## config.mk

```make
export PLATFORM = sky130hd
export DESIGN_NAME = sect_host_port
export DESIGN_NICKNAME = d
export VERILOG_FILES = /design/src/rtl/sreg_pkg.sv /design/src/rtl/sreg_boot.sv /design/src/rtl/sreg_decode.sv /design/src/rtl/sreg_store.sv /design/src/rtl/sect_host_port.sv
export SDC_FILE = /design/constraint.sdc
export NUM_CORES = 1
export LEC_CHECK = 0
export BUFFER_PORTS_ARGS = -buffer_cell sky130_fd_sc_hd__buf_4
export CAP_MARGIN = 0
export CORE_UTILIZATION = 65
export CTS_BUF_LIST = sky130_fd_sc_hd__clkbuf_4
export CTS_CLUSTER_SIZE = 25
export DETAILED_ROUTE_END_ITERATION = 8
export GPL_TIMING_DRIVEN = 0
export PLACE_DENSITY = 0.87
export SYNTH_ARGS = -nofsm -noshare
export SYNTH_HDL_FRONTEND = slang
export SYNTH_SLANG_ARGS = --single-unit
```

## constraint.sdc

```tcl
create_clock -name clk -period 9.2 [get_ports clk]
set_clock_uncertainty 0.15 [all_clocks]
set_input_delay 1.84 -clock clk [delete_from_list [all_inputs] [get_ports clk]]
set_output_delay 1.84 -clock clk [all_outputs]
set_load 0.05 [all_outputs]
```

## src/rtl/sreg_pkg.sv

```systemverilog
package sreg_pkg;
  localparam int BYTE_W = 8;
  localparam int SECT_W = 2;

  typedef enum logic [2:0] {
    ACC_IDLE,
    ACC_OK,
    ACC_EARLY,
    ACC_SERIAL,
    ACC_NOCLK,
    ACC_UNMAPPED
  } acc_verdict_e;
endpackage

```

## src/rtl/sreg_boot.sv

```systemverilog
// Reset qualification, host mode latch and wake-up counter.
module sreg_boot #(
  parameter int WAKE_CYCLES = 280,
  parameter int RST_MIN     = 3
) (
  input  logic clk,
  input  logic rst,
  input  logic strap,
  output logic rst_eff,
  output logic mode_par,
  output logic ready
);
  localparam int RC_W  = $clog2(RST_MIN + 1);
  localparam int CNT_W = $clog2(WAKE_CYCLES + 1);

  logic [RC_W-1:0]  held_q = '0;
  logic [CNT_W-1:0] wake_q;

  // count consecutive cycles with rst high, saturating
  always_ff @(posedge clk) begin
    if (!rst)
      held_q <= '0;
    else if (held_q < RC_W'(RST_MIN - 1))
      held_q <= held_q + 1'b1;
  end

  assign rst_eff = rst && (held_q >= RC_W'(RST_MIN - 1));

  always_ff @(posedge clk) begin
    if (rst_eff)
      mode_par <= strap;
  end

  always_ff @(posedge clk) begin
    if (rst_eff) begin
      wake_q <= '0;
      ready  <= 1'b0;
    end else if (!rst && !ready) begin
      wake_q <= wake_q + 1'b1;
      if (wake_q == CNT_W'(WAKE_CYCLES - 1))
        ready <= 1'b1;
    end
  end
endmodule

```

## src/rtl/sreg_decode.sv

```systemverilog
// Splits a bus address into register index, section and attributes.
module sreg_decode #(
  parameter int GROUPS    = 4,
  parameter int SLOTS     = 3,
  parameter int SLOT_W    = 2,
  parameter int MAX_BYTES = 3,
  parameter logic [GROUPS-1:0] CLKDEP_MASK = 'b0110,
  localparam int GRP_W  = $clog2(GROUPS),
  localparam int ADDR_W = GRP_W + SLOT_W + sreg_pkg::SECT_W,
  localparam int REGS   = GROUPS * SLOTS,
  localparam int IDX_W  = $clog2(REGS),
  localparam int NB_W   = $clog2(MAX_BYTES + 1)
) (
  input  logic [ADDR_W-1:0] addr,
  output logic              hit,
  output logic              top,
  output logic              clk_dep,
  output logic [IDX_W-1:0]  idx,
  output logic [sreg_pkg::SECT_W-1:0] sect,
  output logic [NB_W-1:0]   nbytes
);
  import sreg_pkg::*;

  logic [GRP_W-1:0]  grp;
  logic [SLOT_W-1:0] slot;
  int                nb_i;

  assign grp  = addr[ADDR_W-1 -: GRP_W];
  assign slot = addr[SECT_W +: SLOT_W];
  assign sect = addr[SECT_W-1:0];

  always_comb begin
    nb_i = (int'(slot) % MAX_BYTES) + 1;
    nbytes  = NB_W'(nb_i);
    idx     = IDX_W'(int'(grp) * SLOTS + int'(slot));
    clk_dep = CLKDEP_MASK[grp];
    hit     = (int'(grp) < GROUPS) && (int'(slot) < SLOTS) && (int'(sect) < nb_i);
    top     = (int'(sect) == nb_i - 1);
  end
endmodule

```

## src/rtl/sreg_store.sv

```systemverilog
// Register words, write shadow and read snapshot.
module sreg_store #(
  parameter int REGS      = 12,
  parameter int MAX_BYTES = 3,
  localparam int IDX_W  = $clog2(REGS),
  localparam int NB_W   = $clog2(MAX_BYTES + 1),
  localparam int WORD_W = MAX_BYTES * sreg_pkg::BYTE_W,
  localparam int LOW_W  = (MAX_BYTES - 1) * sreg_pkg::BYTE_W
) (
  input  logic                 clk,
  input  logic                 rst_eff,
  input  logic                 wr_en,
  input  logic                 rd_en,
  input  logic                 rd_any,
  input  logic [IDX_W-1:0]     idx,
  input  logic [sreg_pkg::SECT_W-1:0] sect,
  input  logic [NB_W-1:0]      nbytes,
  input  logic                 top,
  input  logic [sreg_pkg::BYTE_W-1:0] wdata,
  output logic [sreg_pkg::BYTE_W-1:0] rd_byte
);
  import sreg_pkg::*;

  logic [WORD_W-1:0] mem [REGS];
  logic [WORD_W-1:0] word_rd;
  logic [WORD_W-1:0] commit_word;
  logic [LOW_W-1:0]  shadow_q;
  logic [LOW_W-1:0]  snap_q;
  logic [BYTE_W-1:0] sel_byte;

  assign word_rd = mem[idx];

  // build the committed word byte by byte
  for (genvar b = 0; b < MAX_BYTES; b++) begin : g_commit
    if (b < MAX_BYTES - 1) begin : g_low
      assign commit_word[b*BYTE_W +: BYTE_W] =
        (int'(nbytes) == b + 1) ? wdata :
        (int'(nbytes) >  b + 1) ? shadow_q[b*BYTE_W +: BYTE_W] : '0;
      always_ff @(posedge clk) begin
        if (rst_eff)
          shadow_q[b*BYTE_W +: BYTE_W] <= '0;
        else if (wr_en && !top && int'(sect) == b)
          shadow_q[b*BYTE_W +: BYTE_W] <= wdata;
      end
    end else begin : g_high
      assign commit_word[b*BYTE_W +: BYTE_W] =
        (int'(nbytes) == b + 1) ? wdata : '0;
    end
  end

  always_ff @(posedge clk) begin
    if (wr_en && top)
      mem[idx] <= commit_word;
  end

  always_comb begin
    sel_byte = word_rd[BYTE_W-1:0];
    for (int b = 1; b < MAX_BYTES; b++)
      if (int'(sect) == b)
        sel_byte = snap_q[(b-1)*BYTE_W +: BYTE_W];
  end

  always_ff @(posedge clk) begin
    if (rst_eff) begin
      snap_q  <= '0;
      rd_byte <= '0;
    end else begin
      if (rd_en && sect == '0)
        snap_q <= word_rd[WORD_W-1:BYTE_W];
      if (rd_any)
        rd_byte <= rd_en ? sel_byte : '0;
    end
  end
endmodule

```

## src/rtl/sect_host_port.sv

```systemverilog
// Byte-sectioned host register port: top level.
module sect_host_port #(
  parameter int GROUPS      = 4,
  parameter int SLOTS       = 3,
  parameter int SLOT_W      = 2,
  parameter int MAX_BYTES   = 3,
  parameter int WAKE_CYCLES = 280,
  parameter int RST_MIN     = 3,
  parameter logic [GROUPS-1:0] CLKDEP_MASK = 'b0110,
  localparam int GRP_W  = $clog2(GROUPS),
  localparam int ADDR_W = GRP_W + SLOT_W + sreg_pkg::SECT_W
) (
  input  logic              clk,
  input  logic              rst,
  input  logic              mode_strap,
  input  logic              clk_present,
  input  logic              bus_sel,
  input  logic              bus_wr,
  input  logic [ADDR_W-1:0] bus_addr,
  input  logic [7:0]        bus_wdata,
  output logic [7:0]        rd_data,
  output logic              rd_valid,
  output logic              host_parallel,
  output logic              ready,
  output logic              early_err,
  output logic              clk_reject
);
  import sreg_pkg::*;

  localparam int REGS  = GROUPS * SLOTS;
  localparam int IDX_W = $clog2(REGS);
  localparam int NB_W  = $clog2(MAX_BYTES + 1);

  logic             rst_eff;
  logic             mode_par;
  logic             hit, top, clk_dep;
  logic [IDX_W-1:0] idx;
  logic [SECT_W-1:0] sect;
  logic [NB_W-1:0]  nbytes;
  acc_verdict_e     verdict;
  logic             accept, wr_en, rd_en, rd_any;

  sreg_boot #(
    .WAKE_CYCLES(WAKE_CYCLES),
    .RST_MIN    (RST_MIN)
  ) i_boot (
    .clk     (clk),
    .rst     (rst),
    .strap   (mode_strap),
    .rst_eff (rst_eff),
    .mode_par(mode_par),
    .ready   (ready)
  );

  sreg_decode #(
    .GROUPS     (GROUPS),
    .SLOTS      (SLOTS),
    .SLOT_W     (SLOT_W),
    .MAX_BYTES  (MAX_BYTES),
    .CLKDEP_MASK(CLKDEP_MASK)
  ) i_dec (
    .addr   (bus_addr),
    .hit    (hit),
    .top    (top),
    .clk_dep(clk_dep),
    .idx    (idx),
    .sect   (sect),
    .nbytes (nbytes)
  );

  // access verdict, in priority order
  always_comb begin
    if (!bus_sel)                    verdict = ACC_IDLE;
    else if (!ready)                 verdict = ACC_EARLY;
    else if (!mode_par)              verdict = ACC_SERIAL;
    else if (clk_dep && !clk_present) verdict = ACC_NOCLK;
    else if (!hit)                   verdict = ACC_UNMAPPED;
    else                             verdict = ACC_OK;
  end

  assign accept = (verdict == ACC_OK);
  assign wr_en  = accept && bus_wr;
  assign rd_en  = accept && !bus_wr;
  assign rd_any = bus_sel && !bus_wr;

  sreg_store #(
    .REGS     (REGS),
    .MAX_BYTES(MAX_BYTES)
  ) i_store (
    .clk    (clk),
    .rst_eff(rst_eff),
    .wr_en  (wr_en),
    .rd_en  (rd_en),
    .rd_any (rd_any),
    .idx    (idx),
    .sect   (sect),
    .nbytes (nbytes),
    .top    (top),
    .wdata  (bus_wdata),
    .rd_byte(rd_data)
  );

  always_ff @(posedge clk) begin
    if (rst_eff) begin
      rd_valid   <= 1'b0;
      early_err  <= 1'b0;
      clk_reject <= 1'b0;
    end else begin
      rd_valid <= rd_any;
      if (verdict == ACC_EARLY) early_err  <= 1'b1;
      if (verdict == ACC_NOCLK) clk_reject <= 1'b1;
    end
  end

  assign host_parallel = mode_par;
endmodule

```

### Yosys cells after proc, flatten, opt, wreduce, memory -nomap -nowiden

Memories as Yosys holds them, arrays and structs flattened.
Cells that the tools add are included.

* flip-flop bits (word level): 56
* memories: 1
* bits in writable memories: 288

* multiply operators: 1
* reduce and logical (&&, ||, !) cells: 20
* $lt $le $gt $ge: 7
* equal/unequal tests: 10
* mux-type cells: 17
* $add $sub $neg: 5
* divide/modulo/power cells: 1

Memories
* i_store.mem: words 12, width 24, read ports 1, clocked after Yosys merged registers in 0, write ports 1, line sreg_store.sv:24 `logic [WORD_W-1:0] mem [REGS];`

Operators by type and width (number)
* 8-bit two-way mux: 8
* 32-bit by 2-bit adder with 32-bit output (second input constant): 1
* 3-bit by 32-bit equality test with 1-bit output: 1
* 3-bit by 32-bit less-than comparator with 1-bit output: 1
* 3-bit by 3-bit remainder unit with 32-bit output (second input constant): 1
* 32-bit by 2-bit subtractor with 32-bit output (second input constant): 1
* 3-bit two-way mux: 5
* 1-bit logical AND: 12
* 9-bit by 1-bit adder with 9-bit output (second input constant): 1
* 9-bit equality test (second input constant): 1
* 2-bit equality test (second input constant): 4
* 1-bit logical NOT: 5
* 4-bit by 3-bit adder with 4-bit output: 1
* 2-bit logical NOT: 2
* 2-bit less-than comparator (second input constant): 2
* 2-bit by 2-bit multiplier with 4-bit output (second input constant): 1
* 3-bit by 1-bit equality test with 1-bit output (second input constant): 1
* 3-bit by 2-bit equality test with 1-bit output (second input constant): 1
* 3-bit equality test (second input constant): 1
* 2-bit by 3-bit less-than comparator with 1-bit output (second input constant): 1
* 1-bit two-way mux: 3
* 2-bit by 1-bit adder with 2-bit output (second input constant): 1
* 1-bit binary-select mux with 2-bit select: 1
* 2-bit by 1-bit equality test with 1-bit output (second input constant): 1
* 4 further kinds: 4

### Depth between registers and ports, before layout

Gate-level depths: netlist (run 1).

* depth after elaboration: 14
* gate-level depth with buffers: 12
* depth with buffers taken out: 9

### By module

Synthesis (run 1) repeated with hierarchy kept, for this count alone.

* cell total of the unflattened synthesis: 813
* area total of the unflattened synthesis: 13666.9 µm²

Modules (own cells, without submodules)
* sreg_store: times used 1, area an instance 12684.7 µm², cells an instance 706, sequential area each 9449.1 µm²
* sreg_boot: times used 1, area an instance 586.8 µm², cells an instance 61, sequential area each 270.3 µm²
* sreg_decode: times used 1, area an instance 259.0 µm², cells an instance 31, sequential area each 0.0 µm²
* sect_host_port: times used 1, area an instance 136.4 µm², cells an instance 15, sequential area each 60.1 µm²

### Least setup slack after synthesis (run 1)

OpenSTA, ideal clock, no wires.

* kind: input -> register
* start point: in bus_addr[3]
* end point: mem i_store.mem[0][0] (netlist bit) (enable)
* path slack: 2.119 ns
* data required time: 8.584 ns
* arrival time: 6.465 ns
* stages on the path: 8
* cell sequence: fa_1 > ha_1 > inv_1 > fa_1 > buf_1 > clkbuf_1 > nand2_1 > nor4_1

* cells in the longest elaborated chain, start to end: 14
* elaborated cells between the ends (all ways): 18
* those cells by class: 3 x add/sub; 1 x div; 2 x order compare; 2 x eq/ne; 7 x mux; 3 x reduce/logical

RTL lines
* start, declared: line sect_host_port.sv:19 `input logic [ADDR_W-1:0] bus_addr,`
* 3-bit by 3-bit remainder unit with 32-bit output: line sreg_decode.sv:33 `nb_i = (int'(slot) % MAX_BYTES) + 1;`
* 32-bit by 2-bit adder with 32-bit output: line sreg_decode.sv:33
* 3-bit by 32-bit less-than comparator with 1-bit output: line sreg_decode.sv:37 `hit = (int'(grp) < GROUPS) && (int'(slot) < SLOTS) && (int'(sect) < nb_i);`
* 1-bit logical AND: line sreg_decode.sv:37
* 3-bit two-way mux: line sect_host_port.sv:77 `else if (!hit) verdict = ACC_UNMAPPED;`
* 3-bit two-way mux: line sect_host_port.sv:76 `else if (clk_dep && !clk_present) verdict = ACC_NOCLK;`
* 3-bit two-way mux: line sect_host_port.sv:75 `else if (!mode_par) verdict = ACC_SERIAL;`
* 3-bit two-way mux: line sect_host_port.sv:74 `else if (!ready) verdict = ACC_EARLY;`
* 3-bit two-way mux: line sect_host_port.sv:73 `if (!bus_sel) verdict = ACC_IDLE;`
* 3-bit by 1-bit equality test with 1-bit output: line sect_host_port.sv:81 `assign accept = (verdict == ACC_OK);`
* 1-bit logical AND: line sect_host_port.sv:82 `assign wr_en = accept && bus_wr;`
* 1-bit logical AND: line sreg_store.sv:52 `if (wr_en && top)`
* 1-bit two-way mux: line sreg_store.sv:52
* 1-bit two-way mux (implied by the code): line sreg_store.sv:53 `mem[idx] <= commit_word;`
* end, declared: line sreg_store.sv:24

Parallel ways exist; a longest one is shown, timed or not.

### Worst setup path in the final report (run 1)

* start point: in bus_addr[3]
* end point: mem i_store.mem[2][10] (netlist bit) (enable)

The elaborated chain is that of the path after synthesis.

==> results.cfg, run 1 <==
[synthesis]
synth_async_sr_flop_share_pct = 0
synth.top_cells.by_count = 289 x edfxtp_1, 84 x nand2_1, 78 x mux2i_1
syn-num-nets = 884
synth_area_per_cell_um2 = 16.3
synth_top_cell_area_share_pct = 62.5
ys_ff_latch = 344
synth_area_leaders = edfxtp_1 63%, mux4_2 8.0%, dfxtp_1 7.9%
synthMostInstantiatedCell = edfxtp_1
syn_inst = 852
yosysTopAreaCell = edfxtp_1
synth_cell_types = 58
synthFlopType = edfxtp_1
ys_seq_area_share_pct = 70.5
netlist_area_um2 = 13900
yosysWarnings = 0
synth_enable_flop_cells = 289

[sta]
max_freq_ghz = 0.157
hold_violations = 0
rsz0062_at_grt = no
slew_violations = 0
setup_viol = 0
fin_crit_sh_pct = 69.1
period_needed_ps = 6360
worstMarginPinSlew_ps = 1260
final.setup.tns_ps = 0
slew_headroom_pct = 15.1

[worst_setup_path]
critical_path.cell_chain = buf_4, fa_1, ha_1, inv_1, fa_1, buf_1, clkbuf_1, nand2_1, nor3_2, buf_8, buf_6
r2r_start = i_boot.held_q[0]
endpoint_kind = register
reg2reg_to = i_store.snap_q[7]
critPathLaunchType = input pin
crit_arrival_ps = 6590
crit_path_max_fanout = 10
reg2reg_depth = 7
crit_top_cell = fa_1
critPathKind = in -> reg
rrSetupSlack_ps = 5760
cp_slowest_stage_delay_ps = 940
cp_slowest_cell = nor3_2
required_ps = 9430

[route]
first_iter_violations = 1225
via_per_inst = 6.54
wl_per_cell_um = 25.6
first_pass_iters = 9
vias = 8741
drc = 0
antenna_left = 0
routed_wl_um = 34200

[hold_path]
hold_end = i_store.shadow_q[0]
hp-start = i_store.shadow_q[0]
worstHoldPathCells = 2
min_path_type = reg -> reg

[finish]
areaGrowthSynthToFinish_pct = 14.4
drive_gt1_share_pct = 26.7
ff_latch_area_um2 = 9780
stdcell_count = 1337
multi_input_area_um2 = 3860
fin_nets = 1029
nFillCells = 1166
design_area_um2 = 15900

[placement]
numPortBuffers = 32
dp_cells = 1186
dp_hpwl_um = 22200
place.gp.congestion = 0.957
dpl_cell_area_um2 = 14800

[global_route]
grt_antenna_before_repair = 3
grt.overflow.total = 0
grt_max_degree = 16
grt_pass1_wl_um = 51800
grt_pass1_vias = 8985
grt_util_all_layers_pct = 33.1

[floorplanning]
start_util_pct = 66.2
rows = 53
die-area_um2 = 21900
io_pins = 33
die_y_um = 148
die_w_um = 148
core_um2 = 21000

[clock_tree]
cts-buffers-inserted = 82
clock_latency_ps = 700
post_cts_buffers = 0
hold_buffers = 0
htree_levels = 3
clk_pin_slew_ps = 60
cts.repair.resized = 0
cts.sinks = 344
cts_tree = built
cts_buffer_depth = 3
cts-root-buf = clkbuf_4

[power_and_ir_drop]
p_leak_uw = 0.00562
power.total_uw = 3380
powerDensity_nw_per_um2 = 213
ir_worst_vdd_uv = 119

[outcome]
outcome = complete, no violations

[flow_run]
maxCapViolCount = 0
routing by layer:
metal	GRT usage (%)	vias to the layer above	share of wire, %
met4	18.6	2	5.6
met3	9.94	164	13
met2	49.3	677	46
met5	0	-	0.015
li1	-	3658	-
met1	43.9	4240	36
metrics by stage:
step	hold slack [ps]	setup slack, ps	util (%)
6_report	312	2840	75.7
5_1_grt	338	2690	75.7
4_1_cts	309	3040	75.7
3_5_place_dp	300	2350	70.7
3_3_place_gp	293	-1210	69.0
2_1_floorplan	277	2120	-
logic make-up after synthesis:
logic type      after synthesis  synth area share, %
compound gates              113                 5.56
flops                       344                 70.5
buf+inv                      68                 2.09
simple gates                172                 5.92
xor+xnor                      7                0.442
fa+ha+maj                    13                 1.27
mux                         135                 14.2
power by group:
| group | internal [µW] | switching, µW |
|---|---|---|
| logic | 160 | 297 |
| registers | 1700 | 13.2 |
| clock network | 627 | 577 |
registers in the layout, summed over array words and instances, names as in the netlist, 2 cells and up:
name	flops
i_store.mem	288
i_store.shadow_q	16
i_store.snap_q	16
i_boot.wake_q	9
i_store.rd_byte	8
i_boot.held_q	2
critical path: cells and delay by family:
kind | cells | cell delay, ps
adder cells (fa/ha/maj) | 3 | 1260
buffers and inverters | 6 | 2150
AND/OR/NAND/NOR | 2 | 1320
cells in the final DEF, fill, tap and decap left out, drive strengths merged, types with 4 or more instances in the layout:
| master | Yosys | layout |
|---|---|---|
| dfxtp | 55 | 55 |
| a221oi | 5 | 5 |
| nand2b | 6 | 6 |
| clkinv | 1 | 19 |
| ha | 10 | 10 |
| o2bb2ai | 16 | 16 |
| o21ai | 35 | 35 |
| nand2 | 84 | 84 |
| a22o | 4 | 4 |
| mux2i | 78 | 78 |
| nand4 | 4 | 4 |
| and2 | 14 | 14 |
| buf | 27 | 87 |
| mux4 | 49 | 49 |
| nor3 | 11 | 11 |
| mux2 | 8 | 8 |
| nor2 | 27 | 27 |
| inv | 21 | 23 |
| clkbuf | 19 | 147 |
| a21oi | 18 | 18 |
| a22oi | 14 | 14 |
| or3 | 4 | 4 |
| edfxtp | 289 | 289 |
| xor2 | 4 | 4 |
| nor4 | 4 | 4 |
worst max path at each step:
stage | start | endpoint | slack [ps] | cells past startpoint
after global routing | bus_addr[3] | i_store.mem[2][11] | 2690 | 11
after detailed placement | bus_addr[3] | i_store.mem[2][10] | 2350 | 11
after floorplan | bus_addr[3] | i_store.mem[0][0] | 2120 | 8
final | bus_addr[3] | i_store.mem[2][10] | 2840 | 11
after global placement | bus_addr[3] | i_store.mem[0][10] | -1210 | 9
after CTS | bus_addr[3] | i_store.mem[2][13] | 3040 | 11
cell type report:
class,count,area share (%)
buffer,46,1.31
timing repair buffer,61,3.55
tap,275,2.17
clock buffer,127,6.01
antenna,2,0.0315
clock inverter,20,0.481
inverter,22,0.520
sequential,344,61.6
multi-input combinational,440,24.3
No activity file was read; power rests on OpenSTA's default activity.
==> run 2, diff against run 1 <==
--- a/config.mk
+++ b/config.mk
@@ -5,14 +5,15 @@
 export SDC_FILE = /design/constraint.sdc
 export NUM_CORES = 1
 export LEC_CHECK = 0
+export ABC_AREA = 1
 export BUFFER_PORTS_ARGS = -buffer_cell sky130_fd_sc_hd__buf_4
 export CAP_MARGIN = 0
-export CORE_UTILIZATION = 65
+export CORE_UTILIZATION = 58
 export CTS_BUF_LIST = sky130_fd_sc_hd__clkbuf_4
 export CTS_CLUSTER_SIZE = 25
 export DETAILED_ROUTE_END_ITERATION = 8
 export GPL_TIMING_DRIVEN = 0
-export PLACE_DENSITY = 0.87
+export PLACE_DENSITY = 0.83
 export SYNTH_ARGS = -nofsm -noshare
 export SYNTH_HDL_FRONTEND = slang
 export SYNTH_SLANG_ARGS = --single-unit
==> constraint.sdc (replaced) <==
create_clock -name clk -period 5.35 [get_ports clk]
set_clock_uncertainty 0.15 [all_clocks]
set_input_delay 1.07 -clock clk [delete_from_list [all_inputs] [get_ports clk]]
set_output_delay 1.07 -clock clk [all_outputs]
set_load 0.05 [all_outputs]
==> run 2 against run 1 <==
Against the previous run:
- cell count up 23%
- largest power group unchanged
- highest routed layer is now met4
- combinational power increased by 63%
- sequential power grew 72%
- global-route usage fell by 4.5 points
- the run now ends with max-capacitance violations left
- sequential share of layout area grew 1.2 points
- synthesized cell count rose by 35%
- routed wire length is 1.7% lower
- clock power is 88% higher
- area after synthesis fell by 1.3%
==> results.cfg, run 2 <==
[outcome]
outcome = finished, violations left
violations = max-capacitance violations

[worst_setup_path]
required_ps = 5510
crit_arrival_ps = 4710
crit_path_max_fanout = 24
critPathKind = in -> reg
crit_start = bus_addr[3]
critPathLaunchType = input pin
r2r_start = i_boot.ready
endpoint_kind = register
rrSetupSlack_ps = 2300

[floorplanning]
die_y_um = 156
core_um2 = 22900
start_util_pct = 59.8
rows = 55
io_pins = 33
die-area_um2 = 24200
die_w_um = 156

[clock_tree]
cts-root-buf = clkbuf_4
cts.sinks = 344
htree_levels = 3
cts_buffer_depth = 3
post_cts_buffers = 0
hold_buffers = 0
cts.repair.resized = 0
cts-buffers-inserted = 84
clk_pin_slew_ps = 70
cts_tree = built
clock_latency_ps = 710

[route]
vias = 9659
first_iter_violations = 1283
routed_wl_um = 33600
wl_per_cell_um = 20.4
first_pass_iters = 8
drc = 0
via_per_inst = 5.86
antenna_left = 0

[sta]
holdWs_ps = 322
rsz0062_at_grt = no
period_needed_ps = 4550
slew_violations = 0
max_freq_ghz = 0.220
hold_violations = 0
slew_headroom_pct = 1.11
fin_crit_sh_pct = 85.1
worstMarginPinSlew_ps = 1470
setup_viol = 0

[synthesis]
ys_seq_area_share_pct = 71.4
synth_async_sr_flop_share_pct = 0
synth_cell_types = 35
syn-num-nets = 1178
synth_top_cell_area_share_pct = 63.4
yosysTopAreaCell = edfxtp_1
synth.top_cells.by_count = 289 x edfxtp_1, 235 x nand2_1, 149 x nor2_1
netlist_area_um2 = 13700
synth_enable_flop_cells = 289
ys_ff_latch = 344
synth_area_per_cell_um2 = 12.0
synthFlopType = edfxtp_1
yosysWarnings = 0
synth_area_leaders = edfxtp_1 63%, dfxtp_1 8.0%, nand2_1 6.4%
synthMostInstantiatedCell = edfxtp_1
syn_inst = 1146

[placement]
numPortBuffers = 31
place.gp.congestion = 0.911
dp_cells = 1491
dp_hpwl_um = 20900

[finish]
final_common_cell = edfxtp_1
stdcell_count = 1648
regMostFlops = i_store.mem
fin_nets = 1298
largest_reg_flops = 288
areaGrowthSynthToFinish_pct = 13.7
utilization_pct = 68.0
layout_common_cells = 289 x edfxtp_1, 235 x nand2_1, 137 x nor2_1
largestRegisters = i_store.mem x288, i_store.shadow_q x16, i_store.snap_q x16
drive_gt1_share_pct = 17.7

[global_route]
grt.overflow.total = 0
grt_pass1_vias = 9426
grt_max_degree = 25
grt_pass1_wl_um = 50700
grt_antenna_before_repair = 1
grt_util_all_layers_pct = 28.6

[power_and_ir_drop]
p_leak_uw = 0.00588
powerDensity_nw_per_um2 = 382
ir_worst_vdd_uv = 307

[hold_path]
hp-start = i_store.rd_byte[3]
min_path_type = reg -> reg

[flow_run]
maxCapViolCount = 1
[run 2: cell types whose count changed in the layout (fill, tap and decap cells not counted), moves of 14 or more]
cell,before,now
inv_1,21,59
nand3_1,3,40
mux4_2,49,0
o21a_1,0,16
mux2i_1,78,0
o2bb2ai_1,16,0
a21oi_1,18,45
and2_1,14,0
nor2_1,24,137
a22oi_1,14,96
nand2_1,84,235
[run 2: worst paths after layout]
kind	to	cells after the start
max	i_store.mem[0][1]	10
min	i_store.rd_byte[3]	2
max reg2reg	i_store.mem[11][0]	6
min reg2reg	i_store.rd_byte[3]	2
[run 2: power by group]
group,switching (µW),leakage (µW),total (µW),internal (µW)
clock,1020,0.000692,2260,1240
sequential,16.2,0.00309,2940,2920
combinational,535,0.00209,744,209
[run 2: worst max-delay path, stage by stage]
cell and delay [ps]:
buf_4 140, fa_1 550, ha_1 140, inv_1 40
fa_1 580, nand2_1 80, inv_1 250, buf_1 570
nand2_1 420, nor2_4 840
[run 2: cell families after synthesis]
group	share of synthesized area (%)
adders and majority gates	1.21
and+or+nand+nor	13.3
DFF	71.4
xor gates and xnor gates	0.0640
AOI/OAI and AO/OA	10.3
buffers and inverters	3.82
[run 2: area by class of cell]
cell class              count  area, µm²
repair buffers             34        250
inverters                  66        250
clock buffers             135       1010
flip-flops and latches    344       9780
fillers                  1592       7330
diodes                      1       2.50
plain buffers              55        273
multi-input cells         681       3490
clock inverters            19        135
well taps                 313        392
[run 2: routing by layer]
layer	track usage, %	wire (µm)	share of wire [%]	vias to the layer above
li1	-	-	-	4358
met1	35.7	12400	37	4605
met2	46.4	16200	48	598
met3	7.94	3820	11	98
met4	13.4	1180	3.5	0
met5	0	0	0	-
[run 2: stage by stage]
stage / setup TNS [ps] / worst slack, ps / total power [µW] / instance area, µm²
final: 0 / 795 / 5940 / 15600
after detailed placement: 0 / 164 / 3720 / 14400
after floorplan: 0 / 871 / 3460 / 13700
after global routing: 0 / 767 / 6170 / 15600
after CTS: 0 / 852 / 5940 / 15600
after global placement: -194440 / -795 / 3690 / 14300
